[src/rtl/nan_prop_pkg.sv]
package nan_prop_pkg;
  localparam int unsigned FP_W   = 32;
  localparam int unsigned EXP_W  = 8;
  localparam int unsigned MAN_W  = FP_W - EXP_W - 1;
  localparam int unsigned QBIT   = MAN_W - 1;
  localparam int unsigned MAG_W  = FP_W - 1;

  localparam logic [FP_W-1:0] DNAN_STD = 32'h7FC0_0000;
  localparam logic [FP_W-1:0] DNAN_INV = 32'h7FBF_FFFF;

  typedef enum logic [1:0] {
    SEL_SIG_FIRST = 2'd0,
    SEL_A_FIRST   = 2'd1,
    SEL_MAG       = 2'd2,
    SEL_RSVD      = 2'd3
  } sel_mode_e;

  typedef struct packed {
    logic is_q;
    logic is_s;
  } nan_cls_t;
endpackage

[src/rtl/nan_classify.sv]
module nan_classify
  import nan_prop_pkg::*;
(
  input  logic [FP_W-1:0] val_i,
  input  logic            inv_i,
  output nan_cls_t        cls_o
);
  logic exp_ones, qbit, low_nz, hi_nan, lo_nan;

  assign exp_ones = &val_i[FP_W-2 -: EXP_W];
  assign qbit     = val_i[QBIT];
  assign low_nz   = |val_i[QBIT-1:0];
  assign hi_nan   = exp_ones & qbit;
  assign lo_nan   = exp_ones & ~qbit & low_nz;

  always_comb begin
    cls_o.is_q = inv_i ? lo_nan : hi_nan;
    cls_o.is_s = inv_i ? hi_nan : lo_nan;
  end
endmodule

[src/rtl/nan_pick.sv]
module nan_pick
  import nan_prop_pkg::*;
(
  input  logic [FP_W-1:0] a_i,
  input  logic [FP_W-1:0] b_i,
  input  nan_cls_t        ca_i,
  input  nan_cls_t        cb_i,
  input  logic [1:0]      mode_i,
  output logic            pick_b_o
);
  logic [MAG_W-1:0] mag_a, mag_b;
  logic a_larger, pick_sig, pick_first, pick_mag;

  assign mag_a = a_i[MAG_W-1:0];
  assign mag_b = b_i[MAG_W-1:0];

  // tie: A wins only if positive against negative
  always_comb begin
    if (mag_a > mag_b)      a_larger = 1'b1;
    else if (mag_a < mag_b) a_larger = 1'b0;
    else                    a_larger = (a_i < b_i);
  end

  always_comb begin
    if (ca_i.is_s)      pick_sig = 1'b0;
    else if (cb_i.is_s) pick_sig = 1'b1;
    else if (ca_i.is_q) pick_sig = 1'b0;
    else                pick_sig = 1'b1;
  end

  assign pick_first = ~(ca_i.is_s | ca_i.is_q);

  always_comb begin
    if (ca_i.is_s) begin
      if (cb_i.is_s)      pick_mag = ~a_larger;
      else                pick_mag = cb_i.is_q;
    end else if (ca_i.is_q) begin
      if (cb_i.is_s || !cb_i.is_q) pick_mag = 1'b0;
      else                         pick_mag = ~a_larger;
    end else begin
      pick_mag = 1'b1;
    end
  end

  always_comb begin
    unique case (sel_mode_e'(mode_i))
      SEL_A_FIRST: pick_b_o = pick_first;
      SEL_MAG:     pick_b_o = pick_mag;
      default:     pick_b_o = pick_sig;
    endcase
  end
endmodule

[src/rtl/nan_quiet.sv]
module nan_quiet
  import nan_prop_pkg::*;
(
  input  logic [FP_W-1:0] val_i,
  input  logic            is_s_i,
  input  logic            inv_i,
  input  logic            dflt_i,
  output logic [FP_W-1:0] val_o
);
  logic [FP_W-1:0] dnan, set_q;

  assign dnan  = inv_i ? DNAN_INV : DNAN_STD;
  assign set_q = val_i | (FP_W'(1) << QBIT);

  always_comb begin
    if (dflt_i)      val_o = dnan;
    else if (!is_s_i) val_o = val_i;
    else if (inv_i)  val_o = DNAN_INV;
    else             val_o = set_q;
  end
endmodule

[src/rtl/nan_prop_unit.sv]
module nan_prop_unit
  import nan_prop_pkg::*;
(
  input  logic            clk_i,
  input  logic            rst_ni,
  input  logic            in_valid_i,
  input  logic [FP_W-1:0] opa_i,
  input  logic [FP_W-1:0] opb_i,
  input  logic [1:0]      mode_i,
  input  logic            sig_inv_i,
  input  logic            dflt_nan_i,
  input  logic            clr_invalid_i,
  output logic            res_valid_o,
  output logic [FP_W-1:0] res_o,
  output logic            invalid_o
);
  localparam int unsigned N_OPS = 2;

  logic [FP_W-1:0] ops [N_OPS];
  nan_cls_t        cls [N_OPS];

  assign ops[0] = opa_i;
  assign ops[1] = opb_i;

  for (genvar g = 0; g < N_OPS; g++) begin : g_cls
    nan_classify u_cls (
      .val_i (ops[g]),
      .inv_i (sig_inv_i),
      .cls_o (cls[g])
    );
  end

  logic            pick_b;
  logic [FP_W-1:0] sel_val, out_val;
  logic            sel_s, raise;

  nan_pick u_pick (
    .a_i      (opa_i),
    .b_i      (opb_i),
    .ca_i     (cls[0]),
    .cb_i     (cls[1]),
    .mode_i   (mode_i),
    .pick_b_o (pick_b)
  );

  assign sel_val = pick_b ? opb_i : opa_i;
  assign sel_s   = pick_b ? cls[1].is_s : cls[0].is_s;

  nan_quiet u_quiet (
    .val_i  (sel_val),
    .is_s_i (sel_s),
    .inv_i  (sig_inv_i),
    .dflt_i (dflt_nan_i),
    .val_o  (out_val)
  );

  assign raise = in_valid_i & (cls[0].is_s | cls[1].is_s);

  always_ff @(posedge clk_i or negedge rst_ni) begin
    if (!rst_ni) begin
      res_valid_o <= 1'b0;
      res_o       <= '0;
      invalid_o   <= 1'b0;
    end else begin
      res_valid_o <= in_valid_i;
      if (in_valid_i) res_o <= out_val;
      if (raise)              invalid_o <= 1'b1;
      else if (clr_invalid_i) invalid_o <= 1'b0;
    end
  end
endmodule

[config.mk]
export PLATFORM = sky130hd
export DESIGN_NAME = nan_prop_unit
export DESIGN_NICKNAME = d
export VERILOG_FILES = /design/src/rtl/nan_prop_pkg.sv /design/src/rtl/nan_classify.sv /design/src/rtl/nan_pick.sv /design/src/rtl/nan_quiet.sv /design/src/rtl/nan_prop_unit.sv
export SDC_FILE = /design/constraint.sdc
export NUM_CORES = 1
export LEC_CHECK = 0
export BUFFER_PORTS_ARGS = -buffer_cell sky130_fd_sc_hd__buf_2
export CAP_MARGIN = 20
export CORE_MARGIN = 3
export CORE_UTILIZATION = 51
export CTS_CLUSTER_DIAMETER = 120
export DETAILED_ROUTE_END_ITERATION = 7
export GPL_ROUTABILITY_DRIVEN = 0
export PLACE_DENSITY = 0.93
export SLEW_MARGIN = 5
export SYNTH_ARGS = -nofsm -noshare
export SYNTH_HDL_FRONTEND = slang
export SYNTH_SLANG_ARGS = --single-unit
[constraint.sdc]
create_clock -name clk_i -period 1.3 [get_ports clk_i]
set_clock_uncertainty 0.15 [all_clocks]
set_input_delay 0.26 -clock clk_i [delete_from_list [all_inputs] [get_ports clk_i]]
set_output_delay 0.26 -clock clk_i [all_outputs]
set_load 0.005 [all_outputs]
==> run_results.csv, run 1 <==
group,metric,value,unit
run_status,status,"did not finish",
placement,placed_cell_area,4560,um^2
sta,worst-ep-kind,"register data pin",
logic_synthesis,ys.flop_type,"dfrtp_1",
global_routing,grt_use_total,95.0,%
floorplan,die_w,82.6,um
clock_network,cts_sinks,34,
placement,place_ws,-2.08,ns
logic_synthesis,yosys_register_bits,34,
placement,io_buffers,105,
logic_synthesis,ys_types,52,
clock_network,htree_levels,2,
run_status,error,"[ERROR GRT-0232] Routing congestion too high. Check the congestion heatmap in the GUI.",
floorplan,die_h,82.6,um
logic_synthesis,synth-edff-count,0,
logic_synthesis,synth_area,2990,um^2
logic_synthesis,syn_nets,426,
logic_synthesis,avgSynthCellArea,9.34,um^2
clock_network,cts.path.max_buffers,2,
run_status,stop_stage,"global routing (5_1_grt)",
logic_synthesis,ys_warn_count,0,
global_routing,grt_max_degree,35,
sta,crit_endpoint,"res_o[12]$_DFFE_PN0P_/D",
floorplan,num_rows,27,
logic_synthesis,syn_inst,320,
clock_network,clk_root_buffer_cell,"clkbuf_8",
placement,dpl.hpwl,9.91,mm
clock_network,numCtsBuffers,5,
logic_synthesis,async_reset_ff_share,100,%
floorplan,initial_core_util,53.6,%
global_routing,gr-total-overflow,580,
floorplan,pin_count,106,
logic_synthesis,seq_area_frac_synth,28.5,%
-- what timing repair did --
| item | in CTS |
|---|---|
| gates resized for setup | 75 |
| hold buffers | 2 |
| gates cloned | 1 |
| buffers inserted | 9 |
| pin swaps | 23 |
| hold endpoints to repair | 35 |
| endpoints found under the setup margin | 33 |
-- Yosys cell counts, types with 3 or more instances --
master    count  area (um^2)
ha_1         34          425
mux2_2       11          124
mux2i_1       8         80.1
a221o_1      15          150
buf_2         3         15.0
nor4_1       11         68.8
a21oi_1      12         60.1
dfrtp_1      34          851
o221a_2      13          146
and3_1        3         18.8
mux2_1        5         56.3
a211oi_1     11         82.6
or2_2         9         56.3
a31oi_1       3         18.8
nand4_1      10         62.6
a21o_1        4         30.0
nand2_1       6         22.5
o21ai_0       9         45.0
nor3_1        5         25.0
nand3_1       9         45.0
clkbuf_1      6         22.5
o211ai_1      4         30.0
o21bai_1      3         22.5
inv_1        46          173
nor2_1       13         48.8
-- through the flow --
stage / utilization (%) / cells
2_1_floorplan: - / 320
3_5_place_dp: 81.8 / 584
4_1_cts: 91.2 / 603
3_3_place_gp: 81.8 / 584
-- routing by layer --
metal	track usage, %	overflow
met3	61.6	3
met1	84.3	5
met5	24.2	0
met4	122	193
met2	126	379
-- cell families after synthesis --
kind of cell | synth area share (%)
adders and majority gates | 14.2
buffers and inverters | 8.16
and+or+nand+nor | 15.4
muxes | 8.71
xor gates and xnor gates | 0.293
DFF | 28.5
AOI/OAI and AO/OA | 24.7
==> run 2: changes to the inputs <==
--- a/config.mk
+++ b/config.mk
@@ -8,11 +8,10 @@
 export BUFFER_PORTS_ARGS = -buffer_cell sky130_fd_sc_hd__buf_2
 export CAP_MARGIN = 20
 export CORE_MARGIN = 3
-export CORE_UTILIZATION = 51
-export CTS_CLUSTER_DIAMETER = 120
+export CORE_UTILIZATION = 40
 export DETAILED_ROUTE_END_ITERATION = 7
 export GPL_ROUTABILITY_DRIVEN = 0
-export PLACE_DENSITY = 0.93
+export PLACE_DENSITY_LB_ADDON = 0.15
 export SLEW_MARGIN = 5
 export SYNTH_ARGS = -nofsm -noshare
 export SYNTH_HDL_FRONTEND = slang
==> run 2 against run 1 <==
Against the previous run: the flow now finishes, with violations (setup timing); synthesized cell count stayed put; area after synthesis stayed put.
==> run_results.csv, run 2 <==
group,metric,value,unit
logic_synthesis,avgSynthCellArea,9.34,um^2
run_status,status,"complete, but fails checks",
power_and_ir_drop,peakVddDrop,0.430,mV
run_status,violations,"setup timing",
layout,largest_reg_flops,32,
placement,dpl.hpwl,8.00,mm
global_routing,grt_use_total,24.4,%
logic_synthesis,ys.flop_type,"dfrtp_1",
routing,drt-initial-drc-count,171,
routing,viasPerCell,5.54,
min_path,worst_hold_path_type,"input pin to register",
logic_synthesis,synth_fa_ha_area_share,14.2,%
logic_synthesis,synth_top_family_by_area,"compound AO/OA/AOI/OAI gates",
layout,drive_above_1_share,64.8,%
clock_network,tritoncts,"built",
setup_path,cp-end-kind,"register",
logic_synthesis,syn_nets,426,
layout,mostFrequentLayoutCell,"buf_4",
clock_network,clk_root_buffer_cell,"clkbuf_8",
global_routing,grt_pass1_wl,16.8,mm
logic_synthesis,synth_compound_area_share,24.7,%
global_routing,antenna_found_initial,0,
logic_synthesis,synth_common_cells,"inv_1 (46), dfrtp_1 (34), ha_1 (34)",
logic_synthesis,post-synth-top-count-cell,"inv_1",
setup_path,critPathKind,"input pin to register",
sta,rsz0062_at_grt,"true",
global_routing,gr-total-overflow,0,
sta,fin_crit,2.88,ns
layout,layout.nets,631,
floorplan,initial_core_util,42.6,%
routing,drcViolationCount,0,
routing,postRouteAntennaNets,0,
placement,io_buffers,105,
layout,final_cell_mix,"buf_4 (87), buf_2 (80), dfrtp_1 (34), inv_1 (28), buf_6 (28)",
power_and_ir_drop,power_density,696,nW/um^2
global_routing,grt_pass1_vias,3477,
logic_synthesis,async_reset_ff_share,100,%
setup_path,cp.required,1.32,ns
routing,drt-wirelength-per-cell,18.3,um
clock_network,htree_levels,2,
layout,n_antenna_cell,0,
sta,hold_slack,0.191,ns
floorplan,num_rows,30,
clock_network,cts_sinks,34,
setup_path,worstPathMaxFanout,15,
setup_path,crit_path_end,"res_o[19]$_DFFE_PN0P_",
logic_synthesis,synth_top_area_share,28.5,%
power_and_ir_drop,p_leak,2.58,nW
sta,setup_ws,-1.58,ns
logic_synthesis,synth-edff-count,0,
logic_synthesis,yosys-top-cells-area,"dfrtp_1 (28%), ha_1 (14%), inv_1 (5.8%), a221o_1 (5.0%), o221a_2 (4.9%)",
setup_path,reg2reg_slack,0.21,ns
floorplan,die_w,92.4,um
sta,hold_viol,0,
routing,drtPass1Iterations,4,
setup_path,cp-startpoint,"opb_i[8]",
layout,area_delta_synth_final,82.7,%
layout,fin_area,5460,um^2
layout,final_util,77.8,%
floorplan,dieArea,8550,um^2
sta,min_period_over_period,221,%
logic_synthesis,yosysTopAreaCell,"dfrtp_1",
floorplan,pin_count,106,
clock_network,clock_latency,0.29,ns
routing,num_vias,3446,
logic_synthesis,synth_area,2990,um^2
clock_network,numCtsBuffers,5,
setup_path,arrival,2.90,ns
logic_synthesis,synthMuxAreaShare,8.71,%
run,cap_violations,0,
logic_synthesis,synth-xor-area-share,0.293,%
sta,slew_headroom,66.5,%
logic_synthesis,ys_types,52,
logic_synthesis,yosys_register_bits,34,
sta,tightest_slew,0.501,ns
sta,slew_violations,0,
logic_synthesis,synth_simple_gate_area_share,15.4,%
layout,top_regs,"res_o: 32 flops, invalid_o: 1 flops, res_valid_o: 1 flops",
clock_network,clkTransAtPathRegs,0.08,ns
logic_synthesis,syn_inst,320,
setup_path,cp-start-kind,"input pin",
logic_synthesis,seq_area_frac_synth,28.5,%
setup_path,reg2reg_from,"res_o[3]$_DFFE_PN0P_",
placement,placed_cell_area,4540,um^2
logic_synthesis,ys_warn_count,0,
floorplan,core_area,7020,um^2
setup_path,r2r_end,"res_o[3]$_DFFE_PN0P_",
global_routing,grt_max_degree,35,
layout,top_register,"res_o",
floorplan,die_h,92.4,um
routing,routed_wl,11.4,mm
sta,setup_viol,33,
setup_path,reg2reg_depth,3,
clock_network,cts.path.max_buffers,2,
sta,timing.fmax,347,MHz
## run 2: timing repair
item | 4_1_cts | 5_1_grt
hold buffers | 2 | 0
hold endpoints to repair | 35 | 0
setup endpoints to repair | 33 | 33
buffers inserted | 9 | 4
gates resized for setup | 62 | 77
cloned | 0 | 3
pin swaps | 18 | 27
## run 2: power by group
| group | switching, mW | total (mW) | internal (mW) | leakage (nW) |
|---|---|---|---|---|
| clock network | 0.432 | 0.858 | 0.427 | 0.0472 |
| logic | 0.758 | 1.69 | 0.931 | 2.14 |
| registers | 0.0685 | 1.25 | 1.19 | 0.398 |
| total | 1.26 | 3.80 | 2.54 | 2.58 |
## run 2: final cells by class
class	instances	area (um^2)
multi-input cells	227	2580
repair buffers	210	1630
fillers	443	1560
flip-flops and latches	34	851
inverters	47	189
well taps	96	120
clock buffers	6	82.6
clock inverters	2	12.5
## run 2: per-layer routing
layer / up-vias / track usage [%] / wire (um)
met3: 11 / 3.41 / 623
met2: 119 / 42.2 / 5730
li1: 1650 / - / -
met5: - / 0 / 0
met1: 1666 / 31.9 / 4930
met4: 0 / 6.19 / 104
## run 2: kinds of logic after synthesis
| kind of cell | after synthesis |
|---|---|
| AO/OA/AOI/OAI | 90 |
| AND/OR/NAND/NOR | 78 |
| buffers and inverters | 59 |
| adder cells (fa/ha/maj) | 34 |
| flip-flops | 34 |
| multiplexers | 24 |
| XOR/XNOR | 1 |
## run 2: how the worst min path moves through the flow
stage / from / endpoint / slack (ns) / depth (start not counted)
detailed placement: rst_ni / res_o[0]$_DFFE_PN0P_ / 0.09 / 2
finish: opa_i[29] / res_o[29]$_DFFE_PN0P_ / 0.19 / 3
CTS: opa_i[29] / res_o[29]$_DFFE_PN0P_ / 0.19 / 3
global route: in_valid_i / res_valid_o$_DFF_PN0_ / 0.20 / 2
floorplan: rst_ni / invalid_o$_DFFE_PN0P_ / -0.19 / 0
global placement: rst_ni / res_o[0]$_DFFE_PN0P_ / 0.08 / 2
## run 2: critical path, cell delays in order
cell	delay (ns)
buf_2	0.12
inv_2	0.07
ha_4	0.19
a211oi_2	0.22
o21bai_1	0.11
a21oi_1	0.18
o211ai_1	0.12
a2111o_1	0.49
buf_6	0.16
a41o_1	0.27
nor3_4	0.20
nor3_4	0.06
buf_12	0.16
a221o_1	0.28
## run 2: metrics by stage
stage | power [mW] | setup slack, ns | instances | setup TNS [ns]
after floorplan | 1.94 | -1.61 | 320 | -46.73
after global placement | 2.59 | -1.95 | 600 | -60.98
after detailed placement | 2.62 | -1.99 | 600 | -61.22
after CTS | 3.59 | -1.52 | 618 | -47.27
after global routing | 4.02 | -1.72 | 622 | -52.31
final | 3.80 | -1.58 | 622 | -48.35
Power figures use the tool's default switching activity.
